==> src/rtl/wdp_pkg.sv <==
package wdp_pkg;

    localparam int DATA_W   = 8;
    localparam int CNT_W    = 8;
    localparam int DIV_W    = 14;
    localparam int SEL_W    = 3;
    localparam int NUM_TAPS = 1 << SEL_W;

    localparam int BIT_FLAG = 7;
    localparam int BIT_RUN  = 5;
    localparam logic [DATA_W-1:0] RSV_ONES = 8'h18;

    localparam logic [1:0] ADDR_CTRL = 2'd0;
    localparam logic [1:0] ADDR_CNT  = 2'd1;

    typedef enum logic [SEL_W-1:0] {
        RATIO_1     = 3'd0,
        RATIO_64    = 3'd1,
        RATIO_128   = 3'd2,
        RATIO_256   = 3'd3,
        RATIO_512   = 3'd4,
        RATIO_1024  = 3'd5,
        RATIO_4096  = 3'd6,
        RATIO_16384 = 3'd7
    } ratio_sel_e;

    typedef struct packed {
        logic       flag;
        logic       run;
        ratio_sel_e sel;
    } ctrl_t;

    // log2 of the divide ratio for each select code
    function automatic int unsigned tap_shift(input int unsigned idx);
        case (idx)
            0:       return 0;
            1:       return 6;
            2:       return 7;
            3:       return 8;
            4:       return 9;
            5:       return 10;
            6:       return 12;
            default: return 14;
        endcase
    endfunction

    function automatic logic [DIV_W-1:0] tap_mask(input int unsigned idx);
        logic [DIV_W:0] one_hot;
        one_hot = (DIV_W+1)'(1) << tap_shift(idx);
        return DIV_W'(one_hot - 1'b1);
    endfunction

    function automatic logic [DATA_W-1:0] ctrl_image(input ctrl_t c);
        logic [DATA_W-1:0] v;
        v = RSV_ONES;
        v[BIT_FLAG] = c.flag;
        v[BIT_RUN]  = c.run;
        v[SEL_W-1:0] = c.sel;
        return v;
    endfunction

endpackage

==> src/rtl/wdp_regs.sv <==
module wdp_regs
    import wdp_pkg::*;
(
    input  logic             clk,
    input  logic             rst,
    input  logic             wr_ctrl,
    input  logic             wr_flag,
    input  logic             wr_run,
    input  logic [SEL_W-1:0] wr_sel,
    input  logic             wrap_evt,
    output ctrl_t            ctrl_q
);

    always_ff @(posedge clk) begin
        if (rst) begin
            ctrl_q.flag <= 1'b0;
            ctrl_q.run  <= 1'b0;
            ctrl_q.sel  <= RATIO_1;
        end else begin
            if (wr_ctrl) begin
                ctrl_q.run <= wr_run;
                if (!ctrl_q.run)
                    ctrl_q.sel <= ratio_sel_e'(wr_sel);
                if (!wr_flag)
                    ctrl_q.flag <= 1'b0;
            end
            if (wrap_evt)
                ctrl_q.flag <= 1'b1;
        end
    end

    // selection frozen while running
    p_sel_locked_r5: assert property (@(posedge clk) disable iff (rst)
        ctrl_q.run |=> ctrl_q.sel == $past(ctrl_q.sel));

    // flag only drops on a software write
    p_flag_sticky_r8: assert property (@(posedge clk) disable iff (rst)
        (ctrl_q.flag && !wr_ctrl) |=> ctrl_q.flag);

endmodule

==> src/rtl/wdp_prescaler.sv <==
module wdp_prescaler
    import wdp_pkg::*;
(
    input  logic       clk,
    input  logic       rst,
    input  logic       run,
    input  ratio_sel_e sel,
    output logic       tick
);

    logic [DIV_W-1:0]    div_q;
    logic [NUM_TAPS-1:0] tap_hit;

    always_ff @(posedge clk) begin
        if (rst || !run)
            div_q <= '0;
        else
            div_q <= div_q + 1'b1;
    end

    for (genvar g = 0; g < NUM_TAPS; g++) begin : g_tap
        localparam logic [DIV_W-1:0] MASK = tap_mask(g);
        assign tap_hit[g] = ((div_q & MASK) == MASK);
    end

    assign tick = run && tap_hit[sel];

    // divider restarts from zero when stopped
    p_div_clear_r6: assert property (@(posedge clk) disable iff (rst)
        !run |=> div_q == '0);

    // divided ratios never tick on two cycles in a row
    p_tick_spacing_r4: assert property (@(posedge clk) disable iff (rst)
        (tick && sel != RATIO_1) |=> !tick);

endmodule

==> src/rtl/wdp_counter.sv <==
module wdp_counter
    import wdp_pkg::*;
(
    input  logic             clk,
    input  logic             rst,
    input  logic             tick,
    input  logic             load,
    input  logic [CNT_W-1:0] load_val,
    output logic [CNT_W-1:0] cnt_q,
    output logic             wrap_evt,
    output logic             ovf_pulse_q
);

    localparam logic [CNT_W-1:0] CNT_MAX = '1;

    assign wrap_evt = tick && !load && (cnt_q == CNT_MAX);

    always_ff @(posedge clk) begin
        if (rst) begin
            cnt_q       <= '0;
            ovf_pulse_q <= 1'b0;
        end else begin
            ovf_pulse_q <= wrap_evt;
            if (load)
                cnt_q <= load_val;
            else if (tick)
                cnt_q <= cnt_q + 1'b1;
        end
    end

    // load wins over increment
    p_load_wins_r9: assert property (@(posedge clk) disable iff (rst)
        load |=> cnt_q == $past(load_val));

    // no tick, no load -> value retained
    p_hold_r3: assert property (@(posedge clk) disable iff (rst)
        (!tick && !load) |=> $stable(cnt_q));

    // pulse coincides with a zero count and lasts one cycle
    p_pulse_zero_r7: assert property (@(posedge clk) disable iff (rst)
        ovf_pulse_q |-> cnt_q == '0);
    p_pulse_single_r7: assert property (@(posedge clk) disable iff (rst)
        ovf_pulse_q |=> !ovf_pulse_q);

endmodule

==> src/rtl/wdog_prescaled.sv <==
module wdog_prescaled
    import wdp_pkg::*;
(
    input  logic              clk,
    input  logic              rst,
    input  logic              bus_sel,
    input  logic              bus_wr,
    input  logic [1:0]        bus_addr,
    input  logic [DATA_W-1:0] bus_wdata,
    output logic [DATA_W-1:0] bus_rdata,
    output logic              ovf_pulse
);

    ctrl_t            ctrl;
    logic             tick;
    logic             wrap_evt;
    logic [CNT_W-1:0] cnt;
    logic             wr_ctrl;
    logic             wr_cnt;

    assign wr_ctrl = bus_sel && bus_wr && (bus_addr == ADDR_CTRL);
    assign wr_cnt  = bus_sel && bus_wr && (bus_addr == ADDR_CNT);

    wdp_regs u_regs (
        .clk      (clk),
        .rst      (rst),
        .wr_ctrl  (wr_ctrl),
        .wr_flag  (bus_wdata[BIT_FLAG]),
        .wr_run   (bus_wdata[BIT_RUN]),
        .wr_sel   (bus_wdata[SEL_W-1:0]),
        .wrap_evt (wrap_evt),
        .ctrl_q   (ctrl)
    );

    wdp_prescaler u_presc (
        .clk  (clk),
        .rst  (rst),
        .run  (ctrl.run),
        .sel  (ctrl.sel),
        .tick (tick)
    );

    wdp_counter u_cnt (
        .clk         (clk),
        .rst         (rst),
        .tick        (tick),
        .load        (wr_cnt),
        .load_val    (bus_wdata[CNT_W-1:0]),
        .cnt_q       (cnt),
        .wrap_evt    (wrap_evt),
        .ovf_pulse_q (ovf_pulse)
    );

    always_comb begin
        case (bus_addr)
            ADDR_CTRL: bus_rdata = ctrl_image(ctrl);
            ADDR_CNT:  bus_rdata = cnt;
            default:   bus_rdata = '0;
        endcase
    end

    // reserved control bits read back fixed
    p_rsv_bits_r2: assert property (@(posedge clk) disable iff (rst)
        (bus_addr == ADDR_CTRL) |-> (bus_rdata[4:3] == 2'b11 && !bus_rdata[6]));

    // every pulse leaves the flag set
    p_flag_on_pulse_r8: assert property (@(posedge clk) disable iff (rst)
        ovf_pulse |-> ctrl.flag);

endmodule

==> config.mk <==
export PLATFORM = sky130hd
export DESIGN_NAME = wdog_prescaled
export DESIGN_NICKNAME = d
export VERILOG_FILES = /design/src/rtl/wdp_pkg.sv /design/src/rtl/wdp_regs.sv /design/src/rtl/wdp_prescaler.sv /design/src/rtl/wdp_counter.sv /design/src/rtl/wdog_prescaled.sv
export SDC_FILE = /design/constraint.sdc
export NUM_CORES = 1
export LEC_CHECK = 0
export ABC_AREA = 1
export BUFFER_PORTS_ARGS = -buffer_cell sky130_fd_sc_hd__buf_2
export CAP_MARGIN = 10
export CELL_PAD_IN_SITES_DETAIL_PLACEMENT = 1
export CELL_PAD_IN_SITES_GLOBAL_PLACEMENT = 1
export CORE_MARGIN = 2
export CORE_UTILIZATION = 39
export DETAILED_ROUTE_END_ITERATION = 7
export PLACE_DENSITY = 0.84
export SETUP_SLACK_MARGIN = 0.05
export SYNTH_ARGS = -nofsm -noshare
export SYNTH_HDL_FRONTEND = slang
export SYNTH_SLANG_ARGS = --single-unit
==> constraint.sdc <==
create_clock -name clk -period 2.2 [get_ports clk]
set_input_delay 0 -clock clk [delete_from_list [all_inputs] [get_ports clk]]
set_output_delay 0 -clock clk [all_outputs]
set_load 0.01 [all_outputs]
* Word-level counts from Yosys, hierarchy flattened
Index checks and enable logic that the tools add are counted.
** Word-level totals
- Flip-flop bits (word level) :: 28
- Latch bits :: 0
- Memory bits (writable) :: 0
- Memory bits (read-only) :: 0
- Bits of input ports :: 14
- Output and inout bits :: 9
- Word-level logic and storage cells :: 43
- Memories kept :: 0
** Operators by class
- $add $sub $neg :: 2
- $mul :: 0
- Divide/modulo/power cells :: 0
- $lt $le $gt $ge :: 1
- Equality and inequality tests :: 10
- Shift-type cells :: 0
- Muxes and demuxes :: 9
- Bitwise logic cells :: 1
- Reductions and logical operators :: 14
** Operator list (number)
- equality test 8 bit, second input constant :: 2
- two-way mux 8 bit :: 2
- case mux 8 bit (2 select lines) :: 1
- adder 14 x 1 -> 14 bit, second input constant :: 1
- equality test 14 bit, second input constant :: 1
- equality test 12 bit, second input constant :: 1
- equality test 10 bit, second input constant :: 1
- equality test 9 bit, second input constant :: 1
- adder 8 x 1 -> 8 bit, second input constant :: 1
- equality test 7 bit, second input constant :: 1
- equality test 6 bit, second input constant :: 1
- logical AND 1 bit :: 6
- two-way mux 5 bit :: 1
- less-than comparator 3 x 4 -> 1 bit, second input constant :: 1
- AND reduction 2 bit :: 2
- nonzero test 2 bit :: 2
- binary-select mux 1 bit (select 3 bit) :: 1
- two-way mux 1 bit :: 3
- two-way mux 3 bit :: 1
- equality test 2 x 1 -> 1 bit, second input constant :: 1
- logical NOT 1 bit :: 2
- logical NOT 2 bit :: 1
- inequality test 2 x 1 -> 1 bit, second input constant :: 1
- logical OR 1 bit :: 1
- inverter 1 bit :: 1

* Longest topological paths before layout
- Depth after elaboration :: 8
- Depth in mapped cells :: 14
- Mapped depth without buffers :: 14

* By module
From an unflattened synthesis, not the netlist that was laid out.
** Unflattened totals
- Cells, all modules :: 243
- Area, all modules :: 1626.6 um^2
** By module, submodules not included
- wdp_prescaler :: instances 1, cells each 113, area an instance 760.7 um^2, seq. area each 280.3 um^2
- wdp_counter :: instances 1, cells each 73, area an instance 535.5 um^2, seq. area each 180.2 um^2
- wdp_regs :: instances 1, cells each 29, area an instance 206.4 um^2, seq. area each 100.1 um^2
- wdog_prescaled :: instances 1, cells each 28, area an instance 123.9 um^2, seq. area each 0.0 um^2

* Worst setup path after synthesis
No wires, ideal clock.
- Kind :: reg-to-reg
- Start :: reg u_presc.div_q[0]
- End :: reg u_cnt.cnt_q[2]
- Setup time :: 0.070 ns
- Arrival time :: 1.682 ns
- Data required time :: 2.130 ns
- Setup slack :: 0.448 ns
- Stages on the path, launching flop included :: 15
- Buffers on the path :: 0
- Clock period less this slack :: 1.752 ns
- Cell sequence :: dfxtp_1 ha_1 nand2_2 nor2_4 nand2_1 nor2_1 ha_1 nand2_1 a21oi_1 nand2_1 nand2_2 nand2_4 nand2_4 nand2_1 a21oi_1
** On the way
- Word-level cells in the longest chain between the ends :: 5
- Elaborated cells on any way between the ends :: 11
- Those cells by class :: eq/ne: 7; mux: 2; reduce/logical: 2
** Ends and longest elaborated chain
- start, declared :: line wdp_prescaler.sv:11 : logic [DIV_W-1:0] div_q;
- start signal, assigned :: line wdp_prescaler.sv:18 : div_q <= div_q + 1'b1;
- equality test 14 bit, or another cell as far along :: line wdp_prescaler.sv:23 : assign tap_hit[g] = ((div_q & MASK) == MASK);
- binary-select mux 1 bit (select 3 bit) * :: line wdp_prescaler.sv:26 : assign tick = run && tap_hit[sel];
- two-way mux 1 bit (implied by the code) * :: line wdp_prescaler.sv:26
- logical AND 1 bit * :: line wdp_prescaler.sv:26
- nonzero test 2 bit (no source line) *
- end signal, assigned :: line wdp_counter.sv:25 : cnt_q <= load_val;
- end signal, assigned :: line wdp_counter.sv:27 : cnt_q <= cnt_q + 1'b1;
- end, declared :: line wdp_counter.sv:9 : output logic [CNT_W-1:0] cnt_q,
Every way passes the cells marked *; elsewhere a longest branch is shown, timed or not. The select of a mux whose other input is x is not followed.
A chain may end at the register's enable or synchronous reset.

* Worst setup path after layout
- Start :: reg u_presc.div_q[0]
- End :: reg u_regs.ctrl_q[4] (netlist name)
** On the way
- Word-level cells in the longest chain between the ends :: 8
- Elaborated cells on any way between the ends :: 16
- Those cells by class :: eq/ne: 8; mux: 3; reduce/logical: 5
** Ends and longest elaborated chain
- equality test 14 bit, or another cell as far along :: line wdp_prescaler.sv:23
- binary-select mux 1 bit (select 3 bit) * :: line wdp_prescaler.sv:26
- two-way mux 1 bit (implied by the code) * :: line wdp_prescaler.sv:26
- logical AND 1 bit * :: line wdp_prescaler.sv:26
- logical AND 1 bit * (2 in series) :: line wdp_counter.sv:16 : assign wrap_evt = tick && !load && (cnt_q == CNT_MAX);
- inequality test 2 x 1 -> 1 bit (no source line) or nonzero test 2 bit (tied branches)
- AND reduction 2 bit (no source line)
- end, declared :: line wdp_regs.sv:11 : output ctrl_t ctrl_q
Marks and branches as above.

==> run summary <==
synthesized flop and latch total: 28
CTS tree: done
top cells by area in the synthesized netlist: dfxtp_1 (37%), nand2_1 (13%), nand3_1 (7.2%)
worst-case clock buffer depth: 2
Core ar.: 3720 sq um
Routed WL: 3920 um
final net count: 273
fill cell count: 516
GR met1 Demand/Resource: 0.219
Syn Std Cell Area: 1530 sq um
Die Height: 66.5 um
drc violations: 0
P_int: 699 uW
Setup CP Type: register to register
ys async rst share: 0
final setup fails: 0
Slew headroom: 0.789
CP endpoint kind: register
period utilisation layout: 0.902
sequential share of power: 0.568
GR peak layer: met2
clock skew: 0.00220 ns
crit path from: u_presc.div_q[0]
first-pass iteration count of the detailed router: 4
# H-tree levels: 1
initial antenna violation count: 0
Final WS setup: 0.215 ns
DP Wirelength: 3090 um
Comb pwr share: 0.082
CTS buffer count: 3
Clk pwr share: 0.351
first-pass GRT wire length: 6470 um
class of the worst hold path: input port to register
layout cells sized above 1: 0.188
Die Footprint: 4430 sq um
most frequent cell after synthesis: nand2_1
register area share after synthesis: 0.368
MaxCap Viol Count: 0
Max Transition Viols Final: 0
DR iter-0 viols: 45
vias in the first global route: 1440
fin crit period: 1.99 ns
Skew-Pair Late Insertion Delay: 0.27 ns
Sw Ratio: 0.232
DP Worst Slack: 0.146 ns
Placer Congestion: 0.792
Reg clk slew, reported paths: 0.09 ns
worst reg2reg path startpoint: u_presc.div_q[0]
Synth cell types: 24
Critical Path AT: 2.21 ns
GRT Overall Usage: 0.197
GR Util met2: 0.374
R2R setup slack: 0.21 ns
EDFF count, synth: 0
leading area contributor after synthesis: dfxtp_1
outcome: finished clean
synthesis-to-finish area growth: 16.7%
Synth top area share: 0.368
Root Driver: clkbuf_8
maximum VDD drop: 295 uV
Sink Count: 28
Detail Route Antenna Nets: 0
Startpoint Class: register
pwr/cell area: 512 nW/um^2
DR WL/cell: 12.9 um
via count: 1503
leak pwr: 0.000707 uW
RSZ-0062 raised after global routing: false
largest net degree at the start of global routing: 16
gr ovfl total: 0
vias per inst: 4.96
Most used DFF post-synth: dfxtp_1
Worst-Margin Slew: 0.315 ns
hold path startpoint: rst
Antenna diodes: 0
cell count after synthesis: 228
Top Ports: 23
syn_area_per_cell: 6.69 sq um
Setup TNS Final: 0 ns
port buffer count: 22
# rows: 22
Warnings, synthesis: 0
P_sw: 212 uW
starting density of the core: 0.410
CP Max Fanout: 10
Post-Synthesis Net Count: 245
Die Span X: 66.5 um
met3 usage: 0.0439
CP Data Required Time: 2.43 ns
Hold Fails Final Rpt: 0
top post-synthesis cells by count: nand2_1 (54), nor2_1 (29), dfxtp_1 (28), inv_1 (26), nand3_1 (22)
f_max: 0.504 GHz
-- layout make-up --
cell class              instances  area, sq um  share of cell area
flip-flops and latches         28          562               0.316
clock buffers                   4         55.1              0.0309
multi-input cells             168          851               0.478
inverters                      29          109              0.0612
repair buffers                 26          143              0.0802
well taps                      48         60.1              0.0338
-- state kept, by name, summed over array words and instances (netlist names) --
| signal | count |
|---|---|
| u_regs.ctrl_q | 5 |
| u_cnt.ovf_pulse_q | 1 |
| u_cnt.cnt_q | 8 |
| u_presc.div_q | 14 |
-- cells in the final DEF (no fill, tap or decap), drive strengths merged --
cell type,n
nor3b,1
xor2,5
nand2,59
xnor2,1
buf,25
inv,29
nor3,4
nor4,1
a21oi,19
nor2,32
and3,1
o21a,1
dlygate4sd3,1
o21ai,12
ha,3
nand3,22
o22ai,4
dfxtp,28
or2,3
clkbuf,4
-- final timing paths --
kind	end	depth (start not counted)
worst min register to register	u_presc.div_q[0]	1
worst max register to register	u_regs.ctrl_q[4]	14
worst max-delay path	u_regs.ctrl_q[4]	14
worst min-delay path	u_cnt.cnt_q[4]	2
-- power groups by stage --
stage               logic [uW]  registers, uW  clock network (uW)
finish                    74.3            517                 320
global route              84.1            518                 358
CTS                       73.6            517                 333
detailed placement        71.8            529                   0
global placement          70.1            528                   0
floorplan                 45.1            527                   0
-- timing repair --
item / 4_1_cts / 5_1_grt
setup buffers: 0 / 2
hold buffers: 1 / 0
hold endpoints to repair: 1 / 0
resized for setup: 0 / 5
setup endpoints to repair: 0 / 10
-- metrics by stage --
step	area (sq um)	hold slack, ns	total power, uW	instances	util
after floorplan	1530	0.0441	572	228	-
after global placement	1680	0.263	599	296	0.452
after detailed placement	1680	0.274	600	296	0.452
after CTS	1750	0.00127	923	301	0.470
after global routing	1780	0.0192	960	303	0.479
final	1780	0.0227	911	303	0.479
-- kinds of logic (layout without fill, tap and decap cells) --
| kind of cell | count (synthesis) | after routing | share of synthesized area |
|---|---|---|---|
| and+or+nand+nor | 123 | 123 | 0.364 |
| adders and majority gates | 3 | 3 | 0.0246 |
| buffers and inverters | 32 | 59 | 0.0861 |
| DFF | 28 | 28 | 0.368 |
| AOI/OAI and AO/OA | 36 | 36 | 0.123 |
| xor gates and xnor gates | 6 | 6 | 0.0345 |
-- layer usage --
layer	share of wire	wire (um)
met1	0.45	1750
met2	0.52	2030
met3	0.025	100
met4	0.011	42
met5	0	0
-- critical path, cell delays in order, from the launching register on --
cell     delay [ns]
dfxtp_2        0.35
ha_2           0.19
nand2_2        0.08
nor2_4         0.12
nand2_1        0.11
nor2_2         0.17
ha_1           0.17
nand2_1        0.05
a21oi_1        0.12
nand2_1        0.07
nand2_2        0.08
nand2_4        0.10
nor2_1         0.15
nand3_1        0.11
nand2_1        0.07
Note: power is estimated with default switching activity, not from simulation.
